### src/rtl/oc_sub_pkg.sv
package oc_sub_pkg;
  // Strobes sent from the control to the datapath each cycle.
  typedef struct packed {
    logic invertOperand;  // feed the bitwise inverse of the second operand
    logic capture;        // load the output registers this edge
  } ocStrobes_t;
endpackage

### src/rtl/oc_sub_control.sv
module oc_sub_control
  import oc_sub_pkg::*;
(
  input  logic       clk,
  input  logic       rstN,
  input  logic       inValid,
  input  logic       subMode,
  output ocStrobes_t strobes,
  output logic       outValid
);
  always_comb begin
    strobes.invertOperand = subMode;
    strobes.capture       = inValid;
  end

  always_ff @(posedge clk) begin
    if (!rstN) outValid <= 1'b0;
    else       outValid <= inValid;
  end

  AST_VALID_RISE: assert property (@(posedge clk) disable iff (!rstN)
    inValid |=> outValid);
  AST_VALID_FALL: assert property (@(posedge clk) disable iff (!rstN)
    !inValid |=> !outValid);
endmodule

### src/rtl/oc_sub_datapath.sv
module oc_sub_datapath
  import oc_sub_pkg::*;
#(
  parameter int WIDTH = 8
) (
  input  logic             clk,
  input  logic             rstN,
  input  ocStrobes_t       strobes,
  input  logic [WIDTH-1:0] minuend,
  input  logic [WIDTH-1:0] subtrahend,
  output logic [WIDTH-1:0] resultQ,
  output logic             negativeQ,
  output logic             overflowQ
);
  localparam int MSB = WIDTH - 1;

  logic [WIDTH-1:0] opB;
  logic [WIDTH-1:0] rawSum;
  logic             carryOut;
  logic [WIDTH-1:0] folded;
  logic             ovf;

  // Selective complement of the second operand.
  assign opB = strobes.invertOperand ? ~subtrahend : subtrahend;

  // First pass: plain add with the carry out kept.
  assign {carryOut, rawSum} = {1'b0, minuend} + {1'b0, opB};

  // End-around carry: rawSum is at most all-ones minus one when carryOut
  // is set, so this second add never carries.
  assign folded = rawSum + {{MSB{1'b0}}, carryOut};

  assign ovf = (minuend[MSB] == opB[MSB]) && (folded[MSB] != minuend[MSB]);

  always_ff @(posedge clk) begin
    if (!rstN) begin
      resultQ   <= '0;
      negativeQ <= 1'b0;
      overflowQ <= 1'b0;
    end else if (strobes.capture) begin
      resultQ   <= folded;
      negativeQ <= folded[MSB];
      overflowQ <= ovf;
    end
  end

  AST_HOLD_IDLE: assert property (@(posedge clk) disable iff (!rstN)
    !strobes.capture |=> $stable(resultQ) && $stable(overflowQ));
  AST_NO_OVERFLOW: assert property (@(posedge clk) disable iff (!rstN)
    (strobes.capture && (minuend[MSB] != opB[MSB])) |=> !overflowQ);
  AST_SELF_DIFF_NEG_ZERO: assert property (@(posedge clk) disable iff (!rstN)
    (strobes.capture && strobes.invertOperand && (minuend == subtrahend))
      |=> (resultQ == {WIDTH{1'b1}}));
  AST_SIGN_TRACK: assert property (@(posedge clk) disable iff (!rstN)
    $rose(negativeQ) |-> resultQ[MSB]);
endmodule

### src/rtl/ones_comp_subtractor.sv
module ones_comp_subtractor
  import oc_sub_pkg::*;
#(
  parameter int WIDTH = 8
) (
  input  logic             clk,
  input  logic             rstN,
  input  logic             inValid,
  input  logic             subMode,
  input  logic [WIDTH-1:0] minuend,
  input  logic [WIDTH-1:0] subtrahend,
  output logic             outValid,
  output logic [WIDTH-1:0] result,
  output logic             negative,
  output logic             overflow
);
  ocStrobes_t strobes;

  oc_sub_control uCtrl (
    .clk      (clk),
    .rstN     (rstN),
    .inValid  (inValid),
    .subMode  (subMode),
    .strobes  (strobes),
    .outValid (outValid)
  );

  oc_sub_datapath #(.WIDTH(WIDTH)) uPath (
    .clk        (clk),
    .rstN       (rstN),
    .strobes    (strobes),
    .minuend    (minuend),
    .subtrahend (subtrahend),
    .resultQ    (result),
    .negativeQ  (negative),
    .overflowQ  (overflow)
  );
endmodule

### config.mk
export PLATFORM = sky130hd
export DESIGN_NAME = ones_comp_subtractor
export DESIGN_NICKNAME = d
export VERILOG_FILES = /design/src/rtl/oc_sub_pkg.sv /design/src/rtl/oc_sub_control.sv /design/src/rtl/oc_sub_datapath.sv /design/src/rtl/ones_comp_subtractor.sv
export SDC_FILE = /design/constraint.sdc
export NUM_CORES = 1
export LEC_CHECK = 0
export BUFFER_PORTS_ARGS = -buffer_cell sky130_fd_sc_hd__buf_4
export CORE_UTILIZATION = 25
export CTS_BUF_LIST = sky130_fd_sc_hd__clkbuf_8 sky130_fd_sc_hd__clkbuf_16
export CTS_CLUSTER_DIAMETER = 200
export DETAILED_ROUTE_END_ITERATION = 10
export GPL_TIMING_DRIVEN = 0
export HOLD_SLACK_MARGIN = 0.15
export SYNTH_ARGS = -nofsm -noshare
export SYNTH_HDL_FRONTEND = slang
export SYNTH_SLANG_ARGS = --single-unit
### constraint.sdc
create_clock -name clk -period 3.29 [get_ports clk]
set_input_delay 0.1645 -clock clk [delete_from_list [all_inputs] [get_ports clk]]
set_output_delay 0.1645 -clock clk [all_outputs]
set_load 0.1 [all_outputs]
==> summary.md <==
| Metric | Value |
|---|---|
| Result of the run | `finished clean` |
| Cell Area, Synth | `around 1000 sq um` |
| Maximum number of pins on one net before global-route repair | `11` |
| Final max-slew violation count | `0` |
| Largest clock skew in the final design | `0 ps` |
| Req. time, crit path | `3390 ps` |
| DRT Wirelength | `2.10 mm` |
| Final core utilization | `34.5%` |
| Setup repair after global routing missed its margin | `no` |
| Core area | `4000 sq um` |
| Final period utilization | `between 90% and 100%` |
| Setup slack of the critical path after layout | `approximately 290 ps` |
| Cell depth of the worst flop-to-flop path | `2` |
| Main combinational cell family by area after synthesis | `compound AO/OA/AOI/OAI gates` |
| Clock slew at the register clock pins of the worst setup and hold paths | `40 ps` |
| Synthesized Nets | `152` |
| Number of H-tree branching levels | `1` |
| Iteration-0 DRC Markers | `39` |
| TritonCTS clock tree | `yes` |
| Worst min path class | `input port to flip-flop` |
| Minimum clock period | `~3000 ps` |
| Post-synth ARST share | `0%` |
| Commonest cells after routing, fill and taps aside | `32 x buf_4, 13 x xor2_1, 10 x nor2_1, 10 x ha_1, 10 x dfxtp_1` |
| Residual overflow from global routing | `0` |
| GPL Wtd Cong | `0.815` |
| CP Capture Type | `flip-flop` |
| Cts bufs inserted | `3` |
| Skew-Pair Late Insertion Delay | `220 ps` |
| Max clock buf depth | `2` |
| Number of warnings printed during yosys synthesis | `0` |
| Area overhead of the layout relative to synthesis | `32.9%` |
| Avg Inst Size Synth | `8.64 sq um` |
| Xor/xnor share of the synthesized area | `14.4%` |
| Hold slack | `around 190 ps` |
| Final routed DRC violation total | `0` |
| Sequential area share after synthesis | `19.3%` |
| Net total in the final layout | `between 150 and 200` |
| Max VDD drop | `0.114 mV` |
| Number of buffers inserted by hold repair at cts | `0` |
| Fraction of post-synthesis cell area in the top cell type by area | `19.3%` |
| Height of the die | `66.4 microns` |
| Post-synth EDFFs | `0` |
| Fraction of layout instances using a drive strength above 1 | `32.0%` |
| Power density over cell area | `474 nW/um^2` |
| Global Route Usage Sum | `10.3%` |
| Antenna violations before repair | `0` |
| Data arrival time of the critical path | `3100 ps` |
| Rows | `23` |
| Post-synthesis sequential element count | `10` |
| Leading register cell type out of synthesis | `dfxtp_1` |
| Largest cells by area after synthesis | `dfxtp_1 19%, ha_1 13%, xor2_1 11%` |
| Adder-cell share of the synthesized area | `between 15 and 20%` |
| DR pass1 iterations | `4` |
| Final count of negative-setup-slack endpoints | `0` |
| Synthesized instance count | `120` |
| Number of top-level pins | `31` |
| Number of distinct library cell variants in the gate-level netlist after synthesis | `40` |
| Kind of launch point of the worst setup path | `input port` |
| Port bufs | `28` |
| Estimated wirelength of the detail-placed design | `1.76 mm` |
| Total number of clock tree sinks | `10` |
| Highest net fanout along the worst path | `8` |
| Total of max-cap violations | `0` |
| Number of instances on the worst hold path | `2` |
| Via Count | `~910` |
| Total power draw | `between 0.0006 and 0.0007 W` |
| Post-Synth Simple-Gate Area | `a little under a fifth` |
| Initial core utilization | `25.9%` |
| Worst Tran Pin Value | `between 500 and 600 ps` |
| Die boundary width | `around 66 microns` |
| Number of global-route vias before repair | `~850` |
| Hold Vio Cnt, Final | `0` |
| Placed Cells incl. Taps | `198` |
| Final cell count without fillers | `around 200` |
| First-pass GRT wire length | `3.55 mm` |
| Number of vias per cell | `4.49` |
| Routed length per instance | `10.3 microns` |
| Worst slack after detailed placement | `-259 ps` |
| Most common library cell in the layout ignoring fill and taps | `buf_4` |
| Worst slew margin relative to its limit | `63.7%` |
| CTS Root Buffer Type | `clkbuf_8` |
| Complex-gate fraction of the synthesized area | `between 20% and 30%` |
| Leakage | `0.612 nW` |
| Share of cell area taken by muxes after synthesis | `under 10%` |
| Peak clock frequency supported by timing | `about 330 MHz` |
| Cell taking the most area after synthesis | `dfxtp_1` |
| Category of the critical setup timing path | `input port to flip-flop` |
| Antenna Diode Count | `0` |
| Antenna Violating Nets Remaining | `0` |
| Die outline area | `around 4400 sq um` |
==> synthesized netlist by cell type (2+ instances only) <==
library cell	n
a211oi_1	7
a21o_2	3
a21oi_1	6
and2_1	2
and3b_2	2
and4_1	2
buf_4	2
dfxtp_1	10
ha_1	11
inv_1	6
mux2i_1	2
nand2_1	4
nand3_1	6
nand3b_1	3
nor2_1	10
o211ai_1	3
o21ai_0	3
xnor2_1	4
xor2_1	13
==> critical path, cell delays in order <==
cell       delay [ps]
clkbuf_4          190
xor2_1            160
ha_1              170
inv_1              60
fa_1              400
nand3b_1          220
a21o_2            230
nand3_1            60
o21ai_0            80
nand2b_1          120
ha_2              210
o2111ai_2         120
a2111oi_4         380
and4_1            270
o21a_1            170
o211ai_1          100
==> area by class of cell <==
class / count / area [sq um]
well taps: 50 / 62.6
repair buffers: 30 / 225
inverters: 6 / 22.5
multi-input cells: 99 / 788
clock buffers: 3 / 41.3
flip-flops and latches: 10 / 200
fillers: 432 / 2620
plain buffers: 5 / 38.8
==> sequential cells by signal (all words and copies together) (netlist names) <==
name and flops:
uPath.resultQ 7, uCtrl.outValid 1, uPath.negativeQ 1, uPath.overflowQ 1
==> final timing paths <==
check                           startpoint                       endpoint  slack (ps)
max                                subMode   uPath.overflowQ$_SDFFE_PN0P_         290
max reg2reg  uPath.resultQ[5]$_SDFFE_PN0P_  uPath.resultQ[5]$_SDFFE_PN0P_        2630
min reg2reg  uPath.resultQ[4]$_SDFFE_PN0P_  uPath.resultQ[4]$_SDFFE_PN0P_         480
min                                   rstN      uCtrl.outValid$_SDFF_PN0_         190
==> routing by layer <==
| layer | vias up | track usage [%] | wire, microns |
|---|---|---|---|
| met2 | 21 | 15.9 | 913 |
| met4 | 0 | 3.99 | 12 |
| li1 | 500 | - | - |
| met5 | - | 0 | 0 |
| met1 | 388 | 14.5 | 1090 |
| met3 | 2 | 1.03 | 84 |
==> repair_timing <==
action | 4_1_cts | 5_1_grt
hold endpoints to repair | 0 | 0
pin swaps | 0 | 2
setup buffers | 0 | 2
setup endpoints to repair | 2 | 3
gates resized for setup | 1 | 4
==> logic make-up after synthesis <==
| group | Yosys count |
|---|---|
| DFF | 10 |
| AOI/OAI and AO/OA | 32 |
| buffers and inverters | 11 |
| muxes | 2 |
| xor gates and xnor gates | 17 |
| and+or+nand+nor | 36 |
| adders and majority gates | 12 |
==> through the flow <==
step	instance area (sq um)	TNS, ps
finish	1380	0
global route	1380	0
CTS	1350	0
detailed placement	1310	-716
global placement	1310	-620
floorplan	1040	0
==> power by group <==
part,switching (W),internal (W)
Combinational,0.000257,0.000134
Sequential,0.00000749,0.000137
Clock,0.0000388,0.0000793
Total,0.000304,0.000350
(Power assumes the default switching activity.)
